**config.mk**
```make
export PLATFORM = sky130hd
export DESIGN_NAME = hist_sel_predictor
export DESIGN_NICKNAME = d
export VERILOG_FILES = /design/src/rtl/bp_pkg.sv /design/src/rtl/bp_pc_index.sv /design/src/rtl/bp_hist_reg.sv /design/src/rtl/bp_bank.sv /design/src/rtl/hist_sel_predictor.sv
export SDC_FILE = /design/constraint.sdc
export NUM_CORES = 1
export LEC_CHECK = 0
export BUFFER_PORTS_ARGS = -buffer_cell sky130_fd_sc_hd__buf_2
export CAP_MARGIN = 25
export CORE_MARGIN = 3
export CORE_UTILIZATION = 46
export CTS_CLUSTER_SIZE = 28
export DETAILED_ROUTE_END_ITERATION = 10
export SYNTH_ARGS = -nofsm -noshare
export SYNTH_HDL_FRONTEND = slang
export SYNTH_HIERARCHICAL = 1
export SYNTH_SLANG_ARGS = --single-unit
```
**constraint.sdc**
```tcl
create_clock -name clk -period 2.9 [get_ports clk]
set_input_delay 0.145 -clock clk [delete_from_list [all_inputs] [get_ports clk]]
set_output_delay 0.145 -clock clk [all_outputs]
set_load 0.01 [all_outputs]
```
**src/rtl/bp_pkg.sv**
```systemverilog
package bp_pkg;

    // Entry encoding: bit1 = predicted taken, bit0 = last prediction wrong
    typedef enum logic [1:0] {
        ST_NT_OK   = 2'b00,
        ST_NT_MISS = 2'b01,
        ST_TK_OK   = 2'b10,
        ST_TK_MISS = 2'b11
    } bp_state_t;

    // Next state of one entry given the resolved outcome
    function automatic bp_state_t bp_step(bp_state_t cur, logic taken);
        bp_state_t nxt;
        unique case (cur)
            ST_NT_OK:   nxt = taken ? ST_NT_MISS : ST_NT_OK;   // first miss / hit
            ST_NT_MISS: nxt = taken ? ST_TK_OK   : ST_NT_OK;   // second miss flips / hit
            ST_TK_OK:   nxt = taken ? ST_TK_OK   : ST_TK_MISS; // hit / first miss
            ST_TK_MISS: nxt = taken ? ST_TK_OK   : ST_NT_OK;   // hit / second miss flips
            default:    nxt = ST_NT_OK;
        endcase
        return nxt;
    endfunction

endpackage

```
**src/rtl/bp_pc_index.sv**
```systemverilog
module bp_pc_index #(
    parameter int PC_W  = 32,
    parameter int IDX_W = 4
) (
    input  logic [PC_W-1:0]  pc,
    output logic [IDX_W-1:0] idx
);
    localparam int LO = 2;
    localparam int HI = IDX_W + LO - 1;

    assign idx = pc[HI:LO];

    logic unused_pc_bits;
    assign unused_pc_bits = ^{pc[PC_W-1:HI+1], pc[LO-1:0]};
endmodule

```
**src/rtl/bp_hist_reg.sv**
```systemverilog
module bp_hist_reg #(
    parameter int HIST_W = 2
) (
    input  logic              clk,
    input  logic              rst_n,
    input  logic              shift_en,
    input  logic              bit_in,
    output logic [HIST_W-1:0] hist
);
    logic [HIST_W-1:0] hist_q;
    logic [HIST_W-1:0] hist_d;

    always_comb begin
        hist_d = hist_q;
        if (shift_en) hist_d = (hist_q << 1) | HIST_W'(bit_in);
    end

    always_ff @(posedge clk) begin
        if (!rst_n) hist_q <= '0;
        else        hist_q <= hist_d;
    end

    assign hist = hist_q;

    AST_HIST_HOLD: assert property (@(posedge clk) disable iff (!rst_n)
        !shift_en |=> $stable(hist_q));
    AST_HIST_NEWBIT: assert property (@(posedge clk) disable iff (!rst_n)
        shift_en |=> hist_q[0] == $past(bit_in));
endmodule

```
**src/rtl/bp_bank.sv**
```systemverilog
module bp_bank
    import bp_pkg::*;
#(
    parameter int IDX_W = 4
) (
    input  logic             clk,
    input  logic             rst_n,
    input  logic [IDX_W-1:0] rd_idx,
    output bp_state_t        rd_state,
    input  logic             wr_en,
    input  logic [IDX_W-1:0] wr_idx,
    input  logic             wr_taken
);
    localparam int DEPTH = 1 << IDX_W;

    bp_state_t ent [DEPTH];
    bp_state_t ent_nxt;

    // state register: table of entry state machines
    always_ff @(posedge clk) begin
        if (!rst_n) begin
            for (int i = 0; i < DEPTH; i++) ent[i] <= ST_NT_OK;
        end else if (wr_en) begin
            ent[wr_idx] <= ent_nxt;
        end
    end

    // next state and read output
    always_comb begin
        ent_nxt  = bp_step(ent[wr_idx], wr_taken);
        rd_state = ent[rd_idx];
    end

    // checker state: which entry the last write touched
    logic [IDX_W-1:0] chk_idx;
    logic [1:0]       cur_bits;
    logic [1:0]       post_bits;
    always_ff @(posedge clk) chk_idx <= wr_idx;
    assign cur_bits  = ent[wr_idx];
    assign post_bits = ent[chk_idx];

    AST_HIT_CLEARS: assert property (@(posedge clk) disable iff (!rst_n)
        wr_en && (cur_bits[1] == wr_taken) |=> post_bits == {$past(wr_taken), 1'b0});
    AST_MISS1_HOLDS: assert property (@(posedge clk) disable iff (!rst_n)
        wr_en && (cur_bits[1] != wr_taken) && !cur_bits[0] |=> post_bits == {$past(cur_bits[1]), 1'b1});
    AST_MISS2_FLIPS: assert property (@(posedge clk) disable iff (!rst_n)
        wr_en && (cur_bits[1] != wr_taken) && cur_bits[0] |=> post_bits == {$past(wr_taken), 1'b0});
endmodule

```
**src/rtl/hist_sel_predictor.sv**
```systemverilog
module hist_sel_predictor
    import bp_pkg::*;
#(
    parameter int PC_W   = 32,
    parameter int IDX_W  = 4,
    parameter int HIST_W = 2
) (
    input  logic              clk,
    input  logic              rst_n,
    input  logic [PC_W-1:0]   lk_pc,
    output logic              lk_taken,
    output logic [HIST_W-1:0] pred_hist,
    input  logic              upd_valid,
    input  logic [PC_W-1:0]   upd_pc,
    input  logic              upd_taken,
    input  logic [HIST_W-1:0] upd_hist
);
    localparam int NBANK = 1 << HIST_W;

    logic [IDX_W-1:0]  lk_idx;
    logic [IDX_W-1:0]  up_idx;
    logic [HIST_W-1:0] hist_q;
    logic [NBANK-1:0]  bank_we;
    bp_state_t         bank_rd [NBANK];
    bp_state_t         lk_state;
    logic [1:0]        lk_bits;

    bp_pc_index #(.PC_W(PC_W), .IDX_W(IDX_W)) u_lk_idx (.pc(lk_pc),  .idx(lk_idx));
    bp_pc_index #(.PC_W(PC_W), .IDX_W(IDX_W)) u_up_idx (.pc(upd_pc), .idx(up_idx));

    bp_hist_reg #(.HIST_W(HIST_W)) u_hist (
        .clk(clk), .rst_n(rst_n),
        .shift_en(upd_valid), .bit_in(upd_taken), .hist(hist_q)
    );

    for (genvar b = 0; b < NBANK; b++) begin : g_bank
        assign bank_we[b] = upd_valid && (upd_hist == HIST_W'(b));
        bp_bank #(.IDX_W(IDX_W)) u_bank (
            .clk(clk), .rst_n(rst_n),
            .rd_idx(lk_idx), .rd_state(bank_rd[b]),
            .wr_en(bank_we[b]), .wr_idx(up_idx), .wr_taken(upd_taken)
        );
    end

    always_comb begin
        lk_state = bank_rd[hist_q];
        lk_bits  = lk_state;
        lk_taken = lk_bits[1];
    end

    assign pred_hist = hist_q;

    AST_ONE_BANK_WRITE: assert property (@(posedge clk) disable iff (!rst_n)
        $onehot0(bank_we));
    AST_HIST_SHIFTED: assert property (@(posedge clk) disable iff (!rst_n)
        upd_valid |=> pred_hist == (($past(pred_hist) << 1) | HIST_W'($past(upd_taken))));
    AST_NO_WRITE_IDLE: assert property (@(posedge clk) disable iff (!rst_n)
        !upd_valid |-> bank_we == '0);
endmodule

```
==> summary.md, run 1 <==
| Metric | Value |
|---|---|
| CTS Buf Count | 17 |
| First-pass GRT wire length | between 20000 and 25000 um |
| Final net count | 669 |
| CP required | about 2.8 ns |
| Final hold viol count | 0 |
| Status | completed |
| Worst vdd ir | 0.424 mV |
| DR WL/cell | 19.0 um |
| Post-route ant nets | 0 |
| Hold crit path type | input port to flip-flop |
| Top cell by count, worst path | mux4_2 |
| Slew @ Worst Pin | approximately 0.7 ns |
| LEAKAGE | 2.75 nW |
| Reg2reg end | g_bank[1].u_bank/ent[10][0]$_SDFFCE_PN0P_ |
| Critical path's slowest cell | mux4_2 |
| Worst setup EP type | primary output |
| Minimum clock period | around 2.6 ns |
| CP Class | flip-flop to primary output |
| Net count after synthesis | 661 |
| Worst EP arrival | 2.48 ns |
| DRC violations left | 0 |
| Layout cells sized above 1 | 26.0% |
| GRT Total Usage | between 10% and 20% |
| Diode count | 0 |
| Vias | 4657 |
| Worst relative slew slack | 52.8% |
| YS warnings | 6 |
| Worst-path fanout max | 2 |
| Post-CTS sizing | 0 |
| Post-CTS setup buffer count | 0 |
| IO buf count | 16 |
| Die footprint | 17100 um2 |
| Final Max Slew Viols | 0 |
| Vias in the first global route | ~4.7k |
| Total power | roughly 0.0046 W |
| Starting density of the core | 48.1% |
| Overflow after GRT | 0 |
| Setup_tns | 0 ns |
| Hold_sp | upd_valid |
| Root Buffer | clkbuf_16 |
| Worst Hold Depth | 3 |
| CP Buf/Inv Count | 1 |
| Core Area | 14900 um2 |
| Critical path startpoint category | flip-flop |
| # rows | 44 |
| Die Ht | 131 um |
| Max-cap violations | 0 |
| CP Cell Sequence | mux4_2 > mux4_2 > mux4_2 > buf_2 |
| CTS HTree Levels | 4 |
| Clk slew on worst S/H paths | 0.05 ns |
| Reg2reg path depth | 6 |
| Vias per cell | around 6 |
| Post-Route WL | 15200 um |
| Mapped cell area | 7140 um2 |
| Max Fclk | 381 MHz |
| R2r setup slk | 0.70 ns |
| CTS sink count | 130 |
| Pin count of the biggest net entering global routing | ~60 |
| Cells after Synth | 591 |
| Final worst path period share | 90.4% |
| Die width | 131 um |
| Detailed Routing Iterations Pass 1 | 5 |
| Clock buffer depth | 2 |
| CTS tree | done |
| Cell family with most CP delay | multiplexers |
| Worst stage delay on the critical path | a little over 0.5 ns |
| Cts hold-fix bufs | 0 |
| Layout Skew | 0.00842 ns |
| 1st-iter DRT viols | 473 |
| Filler instances | 1285 |
| Layout area overhead | 9.72% |
| Unrepaired setup endpoints after global routing | no |
| Hold Path Sink | u_hist/hist[0]$_SDFFE_PN0P_ |
| Final setup vio count | 0 |
| HPWL Detailed | 10200 um |
| Power Density | 582 nW/um2 |
| Clk Latency, worst-skew pair | 0.41 ns |
| Mean Syn Cell Area | 12.1 um2 |
| Antenna violations before repair | 0 |
| Final Wtd Congestion | 0.786 |
| Num ports | 73 |
| Reg2reg start | g_bank[1].u_bank/ent[2][1]$_SDFFCE_PN0P_ |
## report_power, final
group          internal [W]  total (W)  switching [W]
combinational      0.000214   0.000543       0.000329
clock               0.00115    0.00186       0.000711
sequential          0.00213    0.00215      0.0000264
## stage by stage
stage / worst slack, ns / cell area (um2) / instances / hold WS [ns] / utilization (%)
floorplan: 0.788 / 7140 / 591 / 0.273 / -
global route: 0.222 / 7840 / 796 / 0.113 / 52.7
detailed placement: 0.506 / 7330 / 764 / 0.527 / 49.3
finish: 0.277 / 7840 / 796 / 0.112 / 52.7
global placement: 0.539 / 7330 / 764 / 0.513 / 49.3
CTS: 0.253 / 7840 / 796 / 0.0961 / 52.7
## worst min-delay path: stages
cell,delay [ns]
buf_2,0.15
mux2i_1,0.09
nor2b_1,0.10
## per-layer routing
| layer | vias up | GRT usage (%) | wire length, um |
|---|---|---|---|
| li1 | 2158 | - | - |
| met2 | 128 | 31.3 | 7690 |
| met3 | 11 | 4.63 | 852 |
| met4 | 0 | 4.78 | 129 |
| met5 | - | 0 | 0 |
| met1 | 2360 | 26.2 | 6490 |
## registers in the layout, indices dropped and copies added (netlist names)
register / cells
u_hist/hist: 2
g_bank.u_bank/ent: 128
## cells in the final DEF, fill, tap and decap left out, types with 13 or more instances in the layout
cell type / count
edfxtp_1: 128
buf_2: 16
nor2_2: 40
nand2_1: 124
buf_4: 13
clkbuf_16: 17
mux4_2: 53
nor2_1: 104
nand3_1: 32
nor2b_1: 18
## cell type report
class                      instances  area [um2]  share of cell area [%]
clock buffer                      22         444                    5.67
clock inverter                    10        67.6                   0.862
inverter                           4        15.0                   0.192
multi-input combinational        413        2940                    37.5
sequential                       130        3880                    49.6
tap                              184         230                    2.94
timing repair buffer              33         258                    3.29
## how the worst max path moves through the flow
stage,slack [ns],cells after the start,start,end
finish,0.28,4,g_bank[3].u_bank/ent[11][1]$_SDFFCE_PN0P_,lk_taken
global placement,0.54,8,upd_pc[2],g_bank[2].u_bank/ent[0][1]$_SDFFCE_PN0P_
CTS,0.25,4,g_bank[0].u_bank/ent[11][1]$_SDFFCE_PN0P_,lk_taken
detailed placement,0.51,8,upd_pc[2],g_bank[2].u_bank/ent[0][1]$_SDFFCE_PN0P_
floorplan,0.79,5,lk_pc[2],lk_taken
global route,0.22,4,g_bank[1].u_bank/ent[2][1]$_SDFFCE_PN0P_,lk_taken
Note: power is estimated with default switching activity, not from simulation.
==> inputs of run 2 (changes only) <==
--- a/config.mk
+++ b/config.mk
@@ -5,12 +5,12 @@
 export SDC_FILE = /design/constraint.sdc
 export NUM_CORES = 1
 export LEC_CHECK = 0
-export BUFFER_PORTS_ARGS = -buffer_cell sky130_fd_sc_hd__buf_2
 export CAP_MARGIN = 25
 export CORE_MARGIN = 3
 export CORE_UTILIZATION = 46
 export CTS_CLUSTER_SIZE = 28
 export DETAILED_ROUTE_END_ITERATION = 10
+export DONT_BUFFER_PORTS = 1
 export SYNTH_ARGS = -nofsm -noshare
 export SYNTH_HDL_FRONTEND = slang
 export SYNTH_HIERARCHICAL = 1
==> run 2 against run 1 <==
Compared with the run above: total power up 6.2%; sequential power hardly changed; clock skew grew 0.0020 ns; final area decreased by 0.70%; setup slack better by 0.093 ns; critical path depth down 1; clock power is 22% higher; register-to-register slack got worse by 0.17 ns; wire length is essentially flat; cell count shrank 3.0%; first-iteration DRC count shrank 16%; via count down 3.9%; critical path type unchanged; critical endpoint unchanged.
==> summary.md, run 2 (same netlist as run 1, synthesis figures left out) <==
| Metric | Value |
|---|---|
| Total power | 0.00484 W |
| Status | completed |
| IO buf count | 0 |
| CTS tree | done |
| Post-CTS sizing | 0 |
| Max-cap violations | 0 |
| NetSw | 0.00102 W |
| Vias per cell | 5.80 |
| Post-route ant nets | 0 |
| DRC violations left | 0 |
| Worst relative slew slack | 48.4% |
| Starting density of the core | between 40 and 50% |
| Largest Register | g_bank.u_bank/ent |
| Max Fclk | ~400 MHz |
| Core Area | 14900 um2 |
| Switching Share | 21.2% |
| Hold crit path type | input port to flip-flop |
| Final setup vio count | 0 |
| Commonest cells after routing, fill and taps aside | edfxtp_1, nand2_1, nor2_1 |
| Num ports | 73 |
| Slew @ Worst Pin | about 0.76 ns |
| CTS sink count | 130 |
| HPWL Detailed | 9610 um |
| Hold Slack | 0.0412 ns |
| Unrepaired setup endpoints after global routing | no |
| Worst vdd ir | 0.437 mV |
| Layout area overhead | 8.95% |
| Cell family with most CP delay | multiplexers |
| 1st-iter DRT viols | roughly 400 |
| Post-Route WL | 15200 um |
| GRT Total Usage | between 10% and 20% |
| Root Buffer | clkbuf_16 |
| Worst stage delay on the critical path | roughly 0.55 ns |
| CP Cell Sequence | mux4_2 > mux4_2 > mux4_2 |
| Critical path startpoint category | flip-flop |
| CP Buf/Inv Count | 0 |
| Final net count | roughly 650 |
| Largest register FFs | about 130 |
| Final Wtd Congestion | roughly 0.78 |
| # rows | 44 |
| Die width | 131 um |
| Clk slew on worst S/H paths | around 0.06 ns |
| CTS HTree Levels | 4 |
| Worst-path fanout max | 2 |
| Vias in the first global route | 4565 |
| Vias | 4477 |
| Part of the power in combinational logic | ~9% |
| Layout cells sized above 1 | 23.6% |
| Clock buffer depth | 2 |
| Final Cell Area | 7780 um2 |
| Pin count of the biggest net entering global routing | 67 |
| Critical path's slowest cell | mux4_2 |
| Seq pwr share | 44.5% |
| CP Class | flip-flop to primary output |
| CTS Buf Count | 17 |
| LEAKAGE | 2.69 nW |
| Overflow after GRT | 0 |
| Diode count | 0 |
| Clk Latency, worst-skew pair | ~0.42 ns |
| Setup_tns | 0 ns |
| Final hold viol count | 0 |
| Top cell by count, worst path | mux4_2 |
| Layout Skew | 0.0105 ns |
| Die footprint | between 15000 and 20000 um2 |
| Detailed Routing Iterations Pass 1 | 5 |
| First-pass GRT wire length | approximately 24000 um |
| Antenna violations before repair | 0 |
| CP required | 2.76 ns |
| Dpl cell area | ~7100 um2 |
| Worst setup EP type | primary output |
| Final worst path period share | 87.2% |
| Power share of the clock group | 46.6% |
| DR WL/cell | 19.6 um |
| Minimum clock period | 2.53 ns |
| Commonest non-fill, non-tap cell in the layout | edfxtp_1 |
| Die Ht | 131 um |
| Pint | about 0.0038 W |
| Power Density | 622 nW/um2 |
| Final Max Slew Viols | 0 |
| Worst EP arrival | around 2.4 ns |
[run 2: final cells by class]
cell class | count | area [um2]
fill | 1281 | 7080
sequential | 130 | 3880
multi-input combinational | 413 | 2940
clock buffer | 18 | 429
tap | 184 | 230
clock inverter | 14 | 193
timing repair buffer | 9 | 92.6
inverter | 4 | 15.0
[run 2: layer usage]
metal	vias up	track usage, %	wire length [um]
li1	2106	-	-
met1	2231	25.0	6500
met2	117	29.7	7450
met3	23	5.20	994
met4	0	7.14	214
met5	-	0	0
[run 2: worst paths after layout]
| kind | from | to | slack (ns) | cells after the start |
|---|---|---|---|---|
| max | g_bank[1].u_bank/ent[7][1]$_SDFFCE_PN0P_ | lk_taken | 0.37 | 3 |
| min reg2reg | u_hist/hist[1]$_SDFFE_PN0P_ | u_hist/hist[1]$_SDFFE_PN0P_ | 0.65 | 2 |
| min | upd_taken | g_bank[2].u_bank/ent[9][1]$_SDFFCE_PN0P_ | 0.04 | 2 |
| max reg2reg | g_bank[3].u_bank/ent[3][0]$_SDFFCE_PN0P_ | g_bank[3].u_bank/ent[4][1]$_SDFFCE_PN0P_ | 0.53 | 5 |
[run 2: through the flow]
stage	setup WS [ns]	instances	utilization (%)
global route	0.334	772	52.4
detailed placement	0.523	737	47.9
floorplan	0.788	591	-
global placement	0.568	737	47.9
CTS	0.355	772	52.4
finish	0.370	772	52.4
[run 2: what timing repair did]
action,in CTS,in global routing
hold buffers,3,0
hold endpoints to repair,130,0
buffers inserted,0,0
[run 2: power groups by stage]
stage	combinational, W	sequential [W]	clock [W]
6_report	0.000434	0.00215	0.00226
5_1_grt	0.000465	0.00216	0.00236
4_1_cts	0.000435	0.00215	0.00229
3_5_place_dp	0.000413	0.00219	0
3_3_place_gp	0.000406	0.00219	0
2_1_floorplan	0.000417	0.00218	0
